<file path="config.mk">
export PLATFORM = sky130hd
export DESIGN_NAME = iqf_serializer
export DESIGN_NICKNAME = d
export VERILOG_FILES = /design/src/rtl/iqf_pkg.sv /design/src/rtl/iqf_event_cnt.sv /design/src/rtl/iqf_frame_ctrl.sv /design/src/rtl/iqf_serializer.sv
export SDC_FILE = /design/constraint.sdc
export NUM_CORES = 1
export LEC_CHECK = 0
export BUFFER_PORTS_ARGS = -buffer_cell sky130_fd_sc_hd__buf_2
export CORE_UTILIZATION = 30
export DETAILED_ROUTE_END_ITERATION = 16
export SKIP_LAST_GASP = 1
export SYNTH_ARGS = -nofsm -noshare
export SYNTH_HDL_FRONTEND = slang
export SYNTH_SLANG_ARGS = --single-unit
</file>
<file path="constraint.sdc">
create_clock -name clk -period 3.53 [get_ports clk]
set_clock_uncertainty 0.1 [all_clocks]
set_input_delay 0.1765 -clock clk [delete_from_list [all_inputs] [get_ports clk]]
set_output_delay 0.1765 -clock clk [all_outputs]
set_load 0.05 [all_outputs]
</file>
<file path="src/rtl/iqf_pkg.sv">
package iqf_pkg;

    typedef enum logic [1:0] {
        S_IDLE,
        S_ARMED,
        S_SHIFT
    } ser_state_t;

endpackage

</file>
<file path="src/rtl/iqf_event_cnt.sv">
module iqf_event_cnt #(
    parameter int CNT_W = 2
) (
    input  logic             clk,
    input  logic             rst_n,
    input  logic             inc,
    input  logic             clr,
    output logic [CNT_W-1:0] cnt
);

    localparam logic [CNT_W-1:0] CNT_MAX = '1;

    always_ff @(posedge clk) begin
        if (!rst_n) begin
            cnt <= '0;
        end else if (clr) begin
            // an event in the reporting cycle opens the next window
            cnt <= inc ? CNT_W'(1) : '0;
        end else if (inc && (cnt != CNT_MAX)) begin
            cnt <= cnt + 1'b1;
        end
    end

    assert_saturate_R4: assert property (@(posedge clk) disable iff (!rst_n)
        (!clr && inc && cnt == CNT_MAX) |=> (cnt == CNT_MAX));

    assert_clear_on_report_R5: assert property (@(posedge clk) disable iff (!rst_n)
        (clr && !inc) |=> (cnt == '0));

endmodule

</file>
<file path="src/rtl/iqf_frame_ctrl.sv">
module iqf_frame_ctrl
    import iqf_pkg::*;
#(
    parameter int FRAME_W = 48,
    parameter int LEN_W   = 6
) (
    input  logic               clk,
    input  logic               rst_n,
    input  logic               bit_en,
    input  logic               sample_valid,
    input  logic [FRAME_W-1:0] frame_img,
    input  logic [LEN_W-1:0]   frame_len,
    output logic               accept,
    output logic               sdata,
    output logic               fsync,
    output logic               overrun
);

    ser_state_t         state, nxt;
    logic [FRAME_W-1:0] sr_q;
    logic [LEN_W-1:0]   rem_q;

    assign accept = sample_valid && (state == S_IDLE);

    always_comb begin
        nxt = state;
        unique case (state)
            S_IDLE:  if (sample_valid)               nxt = S_ARMED;
            S_ARMED: if (bit_en)                     nxt = S_SHIFT;
            S_SHIFT: if (bit_en && rem_q == '0)      nxt = S_IDLE;
            default:                                 nxt = S_IDLE;
        endcase
    end

    always_ff @(posedge clk) begin
        if (!rst_n) state <= S_IDLE;
        else        state <= nxt;
    end

    always_ff @(posedge clk) begin
        if (!rst_n) begin
            sr_q    <= '1;
            rem_q   <= '0;
            sdata   <= 1'b1;
            fsync   <= 1'b0;
            overrun <= 1'b0;
        end else begin
            if (sample_valid && (state != S_IDLE)) overrun <= 1'b1;
            unique case (state)
                S_IDLE: begin
                    if (sample_valid) begin
                        sr_q  <= frame_img;
                        rem_q <= frame_len;
                    end
                end
                S_ARMED: begin
                    if (bit_en) begin
                        sdata <= sr_q[FRAME_W-1];
                        fsync <= 1'b1;
                        sr_q  <= {sr_q[FRAME_W-2:0], 1'b1};
                        rem_q <= rem_q - 1'b1;
                    end
                end
                S_SHIFT: begin
                    if (bit_en) begin
                        fsync <= 1'b0;
                        if (rem_q == '0) begin
                            sdata <= 1'b1;
                        end else begin
                            sdata <= sr_q[FRAME_W-1];
                            sr_q  <= {sr_q[FRAME_W-2:0], 1'b1};
                            rem_q <= rem_q - 1'b1;
                        end
                    end
                end
                default: ;
            endcase
        end
    end

    assert_fsync_one_bit_R8: assert property (@(posedge clk) disable iff (!rst_n)
        (bit_en && fsync) |=> !fsync);

    assert_idle_high_R7: assert property (@(posedge clk) disable iff (!rst_n)
        (state == S_IDLE) |-> sdata);

    assert_overrun_sticky_R9: assert property (@(posedge clk) disable iff (!rst_n)
        overrun |=> overrun);

    assert_hold_between_enables_R10: assert property (@(posedge clk) disable iff (!rst_n)
        !bit_en |=> ($stable(sdata) && $stable(fsync)));

endmodule

</file>
<file path="src/rtl/iqf_serializer.sv">
module iqf_serializer #(
    parameter int SAMPLE_W = 16,
    parameter int GAIN_W   = 8,
    parameter int CNT_W    = 2
) (
    input  logic                clk,
    input  logic                rst_n,
    input  logic                bit_en,
    input  logic                sample_valid,
    input  logic [SAMPLE_W-1:0] i_sample,
    input  logic [SAMPLE_W-1:0] q_sample,
    input  logic [GAIN_W-1:0]   gain_dac,
    input  logic                ev_overload,
    input  logic                ev_reset,
    input  logic                ev_large,
    input  logic                cfg_status_en,
    input  logic                cfg_alt_mode,
    output logic                sdata,
    output logic                fsync,
    output logic                overrun
);

    localparam int N_EV    = 3;
    localparam int STAT_W  = N_EV * CNT_W + 2;
    localparam int L_BASE  = 2 * SAMPLE_W;
    localparam int FRAME_W = L_BASE + GAIN_W + STAT_W;
    localparam int LEN_W   = $clog2(FRAME_W + 1);

    logic [N_EV-1:0]  ev_vec;
    logic [CNT_W-1:0] cnt_q [N_EV];
    logic [STAT_W-1:0] stat_byte;
    logic              accept;
    logic              report;
    logic              alt_stat_next;
    logic [FRAME_W-1:0] img;
    logic [LEN_W-1:0]   len;

    // index 2: overload, 1: reset, 0: large-signal
    assign ev_vec = {ev_overload, ev_reset, ev_large};

    generate
        for (genvar g = 0; g < N_EV; g++) begin : g_evc
            iqf_event_cnt #(.CNT_W(CNT_W)) u_cnt (
                .clk   (clk),
                .rst_n (rst_n),
                .inc   (ev_vec[g]),
                .clr   (report),
                .cnt   (cnt_q[g])
            );
        end
    endgenerate

    assign stat_byte = {cnt_q[2], cnt_q[1], cnt_q[0], 1'b0, 1'b1};
    assign report    = accept && cfg_status_en && (!cfg_alt_mode || alt_stat_next);

    always_ff @(posedge clk) begin
        if (!rst_n)
            alt_stat_next <= 1'b0;
        else if (accept && cfg_status_en && cfg_alt_mode)
            alt_stat_next <= !alt_stat_next;
    end

    always_comb begin
        if (!cfg_status_en) begin
            img = {i_sample, q_sample, {(FRAME_W-L_BASE){1'b1}}};
            len = LEN_W'(L_BASE);
        end else if (!cfg_alt_mode) begin
            img = {i_sample, q_sample, gain_dac, stat_byte};
            len = LEN_W'(FRAME_W);
        end else if (alt_stat_next) begin
            img = {i_sample, q_sample, stat_byte, {GAIN_W{1'b1}}};
            len = LEN_W'(L_BASE + STAT_W);
        end else begin
            img = {i_sample, q_sample, gain_dac[GAIN_W-1:1], 1'b0, {STAT_W{1'b1}}};
            len = LEN_W'(L_BASE + GAIN_W);
        end
    end

    iqf_frame_ctrl #(.FRAME_W(FRAME_W), .LEN_W(LEN_W)) u_ctrl (
        .clk          (clk),
        .rst_n        (rst_n),
        .bit_en       (bit_en),
        .sample_valid (sample_valid),
        .frame_img    (img),
        .frame_len    (len),
        .accept       (accept),
        .sdata        (sdata),
        .fsync        (fsync),
        .overrun      (overrun)
    );

    assert_alt_toggle_R6: assert property (@(posedge clk) disable iff (!rst_n)
        (accept && cfg_status_en && cfg_alt_mode) |=> (alt_stat_next != $past(alt_stat_next)));

endmodule

</file>
Word level (Yosys, flattened, before mapping)
Cells that the tools add are included.
Widths: inputs -> output; s select.
{ "totals": {"register_bits": 66, "word_cells": 82, "output_inout_bits": 3} }
{ "op_classes": {"eq_ne": 10, "muxes": 35, "reduce_logical": 23, "n_addsub": 4} }
{ "op_table": {"columns": ["operator", "n"], "rows": [
  ["$mux 48", 4],
  ["$pmux 48 s3", 1],
  ["$mux 16", 3],
  ["$mux 6", 4],
  ["$mux 2", 9],
  ["$pmux 6 s3", 1],
  ["$ne 2x2->1 const B", 7],
  ["$mux 5", 2],
  ["$reduce_bool 2->1", 5],
  ["$logic_and 1x1->1", 9],
  ["$mux 1", 8],
  ["$add 2x1->2 const B", 3],
  ["$logic_not 6->1", 1],
  ["$pmux 2 s3", 1],
  ["$reduce_and 3->1", 2],
  ["$sub 6x1->6 const B", 1],
  ["$reduce_and 5->1", 1],
  ["$pmux 1 s2", 2],
  ["$reduce_bool 3->1", 1],
  ["$eq 2x1->1 const B", 1],
  ["$eq 2x2->1 const B", 1],
  ["$logic_not 1->1", 2],
  ["$logic_not 2->1", 1],
  ["$ne 2x1->1 const B", 1],
  ["$logic_or 1x1->1", 1]
]} }

Longest topological paths before layout
{ "depth": {"depth_word": 5, "ltp_mapped": 9, "depth_no_buf": 6} }

Cells and area by module
Synthesis repeated with hierarchy kept, for this count alone.
{ "unflattened": {"cells_unflattened": 390, "hier_area_um2": 3560.9} }
{ "by_module_without_submodules": {"columns": ["mod", "cells_each", "n_inst", "area_per_inst_um2", "seq_area_each_um2"], "rows": [
  ["iqf_frame_ctrl", 310, 1, 2934.1, 1181.1],
  ["iqf_event_cnt", 12, 3, 117.6, 40.0],
  ["iqf_serializer", 44, 1, 274.0, 20.0]
]} }

Worst setup path after synthesis
No wires, ideal clock.
{ "synth_path": {"path_kind": "reg2reg", "startpoint": "register u_ctrl.state[0]", "endpoint": "register u_ctrl.rem_q[1]", "slack_ns": 1.491, "t_arrival_ns": 1.868, "n_path_buf": 0, "setup_time_ns": 0.070, "synth_period_minus_slack_ns": 2.039, "path_stages_with_launch": 7, "path_cell_list": "dfxtp_1 -> inv_1 -> ha_1 -> o21bai_1 -> nand3_1 -> or4_2 -> a21oi_1"} }
{ "synth_between": {"elab_chain_len": 3, "elab_cells_between_ends": 10} }
{ "synth_rtl": {"columns": ["element", "line_no", "text"], "rows": [
  ["from (decl)", "iqf_frame_ctrl.sv:19", "ser_state_t state, nxt;"],
  ["from (signal assigned)", "iqf_frame_ctrl.sv:37", "else state <= nxt;"],
  ["$eq 2x2->1 (tied with other cells)", "iqf_frame_ctrl.sv:49", "unique case (state)"],
  ["$ne 2x2->1 (no line) or $reduce_bool 3->1 (tied branches)", null, null],
  ["$reduce_and 5->1 (no line)", null, null],
  ["to (signal assigned)", "iqf_frame_ctrl.sv:53", "rem_q <= frame_len;"],
  ["to (signal assigned)", "iqf_frame_ctrl.sv:61", "rem_q <= rem_q - 1'b1;"],
  ["to (signal assigned)", "iqf_frame_ctrl.sv:72", "rem_q <= rem_q - 1'b1;"],
  ["to (decl)", "iqf_frame_ctrl.sv:21", "logic [LEN_W-1:0] rem_q;"]
]} }
Parallel ways exist; a longest one is shown, timed or not.
A chain may end at the register's enable or synchronous reset.

Final worst setup path
Same ends and word-level chain as after synthesis.

==> impl_metrics.py <==
metrics = {
    "cts": {
        "postCtsSetupRepairBufs": 0,
        "clk_path_buf_depth": 2,
        "clk_pin_slew_ns": 0.08,
        "htreeDepth": 3,
        "cts.sinks": 65,
        "clock-root-buffer": "clkbuf_8",
        "numCtsBuffers": 9,
        "cts_tree": "done",
        "clk_latency_ns": 0.34,
    },
    "synth": {
        "netlist_top_cells_area": "dfxtp_1 39%, o211ai_1 10%, mux2i_1 9.6%",
        "synth_area_sq_um": 3320,
        "yosysTopAreaCellShare_pct": 39.2,
        "ys_warn_count": 0,
        "synthesis.nets": 415,
        "syn_inst": 356,
        "synth_ff_type": "dfxtp_1",
        "yosysTopAreaCell": "dfxtp_1",
        "seq_area_frac_synth_pct": 39.2,
        "yosysUniqueCellTypes": 46,
        "synth-seq-cells": 65,
        "syn_avg_cell_area_sq_um": 9.33,
        "async_reset_ff_share_pct": 0,
        "synth-edff-count": 0,
    },
    "worst_setup_path": {
        "crit_path_end_kind": "flop",
        "regToRegStartpoint": "u_ctrl.state[0]",
        "cp.arrival_ns": 2.93,
        "critPathMostFrequentCell": "inv_1",
        "cpMaxStageDelayCell": "or4_2",
        "slowest_delay_ns": 0.75,
        "setup.worst_path.start": "u_ctrl.state[0]",
        "crit_type": "reg -> reg",
        "cp.required_ns": 3.71,
        "worstPathMaxFanout": 22,
        "cp-start-kind": "flop",
        "crit_chain": "inv_1, ha_2, inv_1, or4_2, a21oi_1",
    },
    "status": {
        "outcome": "finished, final reports clean",
    },
    "die": {
        "die_x_um": 107,
        "core-area_sq_um": 10800,
        "io_pins": 52,
        "initial_core_util_pct": 30.8,
        "die_h_um": 107,
        "dieArea_sq_um": 11500,
        "rows": 38,
    },
    "global_routing": {
        "grt_use_total_pct": 14.6,
        "grt_max_degree": 52,
        "grt_pass1_vias": 2796,
        "grt_pass1_wl_um": 13400,
        "grt_overflow": 0,
        "antenna_found_initial": 0,
    },
    "sta": {
        "slew_viol_final": 0,
        "hold_violations": 0,
        "slew_headroom_pct": 58.5,
        "worst_pin_slew_ns": 0.621,
        "fin_crit_sh_pct": 78.1,
        "setup-tns-final_ns": 0,
        "max_freq_mhz": 363,
        "setup_viol": 0,
        "fin_crit_ns": 2.76,
        "rsz0062_at_grt": "no",
        "hold_slack_ns": 0.0302,
    },
    "run": {
        "maxCapViolCount": 0,
    },
    "min_path": {
        "min_from": "sample_valid",
        "hold_path_class": "in -> reg",
    },
    "finish": {
        "fill_cells": 1105,
        "fin_util_pct": 35.3,
        "layout.nets": 455,
        "fin_cells": 541,
        "final_cell_mix": "65 x dfxtp_1, 56 x o21ai_0, 51 x buf_2",
        "syn_to_final_growth_pct": 14.8,
        "n_antenna_cell": 0,
        "layout_commonest_cell": "dfxtp_1",
        "drive_above_1_share_pct": 22.9,
    },
    "drt": {
        "wl_per_cell_um": 15.0,
        "drt_iter0_markers": 191,
        "drc_errors": 0,
        "vias": 2889,
        "drtAntennaViolNets": 0,
        "dr.pass1.iters": 5,
        "routed_wl_um": 8090,
        "via_per_inst": 5.34,
    },
    "power": {
        "power.density_nw_per_um2": 936,
        "total_leakage_power_nw": 1.45,
        "irDropWorstVdd_mv": 0.366,
    },
    "placed_design": {
        "gp_congestion": 0.750,
        "place_inst": 524,
        "portBuffers": 51,
        "post-dp-hpwl_um": 5340,
    },
}
[Yosys cell counts, types with 2 or more instances]
cell / count
o211ai_1: 45
nand3b_1: 5
inv_1: 11
dlygate4sd1_1: 3
and3_1: 2
dlygate4sd3_1: 4
clkbuf_1: 9
or4_2: 2
buf_2: 3
o21ai_1: 3
ha_1: 10
nor3_1: 4
o21ai_0: 56
o22ai_1: 12
nand2_1: 9
buf_6: 7
a21oi_1: 16
o31ai_1: 2
dfxtp_1: 65
nand3_1: 7
clkbuf_2: 5
mux2_2: 6
nand4_1: 2
nor2_1: 10
o211ai_2: 3
mux2i_1: 32
nand2b_1: 4
[per-stage QoR]
step	setup WS, ns	power [W]	area [sq um]
finish	0.771	0.00357	3810
global route	0.638	0.00384	3810
CTS	0.775	0.00359	3810
detailed placement	0.792	0.00293	3610
global placement	0.846	0.00288	3610
floorplan	1.49	0.00262	3320
[registers in the layout (all words and copies together), names as in the netlist]
| name | cells |
|---|---|
| u_ctrl.rem_q | 6 |
| u_ctrl.fsync | 1 |
| alt_stat_next | 1 |
| u_ctrl.sr_q | 47 |
| g_evc.u_cnt.cnt | 6 |
| u_ctrl.sdata | 1 |
| u_ctrl.state | 2 |
| u_ctrl.overrun | 1 |
[report_power, final]
group | leakage, nW | switching, W | internal, W
clock | 0.0953 | 0.000297 | 0.000343
combinational | 0.818 | 0.000989 | 0.000704
sequential | 0.539 | 0.000179 | 0.00106
total | 1.45 | 0.00146 | 0.00210
[final cells by class]
type	count	area, sq um	share of cell area, %
flip-flops and latches	65	1300	34.1
well taps	140	175	4.59
multi-input cells	249	1760	46.2
repair buffers	60	338	8.86
clock buffers	11	141	3.71
clock inverters	5	55.1	1.44
inverters	11	41.3	1.08
[path summary, 6_finish.rpt]
kind                     end  slack, ns  cells after the start
max          u_ctrl.rem_q[1]       0.77                      5
min           u_ctrl.overrun       0.03                      3
max reg2reg  u_ctrl.rem_q[1]       0.77                      5
min reg2reg   u_ctrl.overrun       0.37                      2
[cell families after synthesis]
group | count (synthesis) | share of synthesized area [%]
xor gates and xnor gates | 1 | 0.264
and+or+nand+nor | 52 | 9.12
DFF | 65 | 39.2
adders and majority gates | 10 | 3.77
muxes | 38 | 11.7
AOI/OAI and AO/OA | 148 | 28.2
buffers and inverters | 42 | 7.83
[repair_timing]
item,in CTS,in global routing
endpoints found under the hold margin,1,0
hold buffers,1,0
resized for setup,0,0
[worst max-delay path, delay by kind of cell (launching register included)]
kind | cells | cell delay [ns]
DFF | 1 | 0.40
adders and majority gates | 1 | 0.71
buffers and inverters | 2 | 0.58
AOI/OAI and AO/OA | 1 | 0.15
and+or+nand+nor | 1 | 0.75
[metal layers]
| metal | wire length (um) | global-route usage [%] |
|---|---|---|
| met3 | 505 | 4.32 |
| met4 | 136 | 5.58 |
| met2 | 3640 | 22.9 |
| met5 | 0 | 0 |
| met1 | 3810 | 18.9 |
Note: power is estimated with default switching activity, not from simulation.
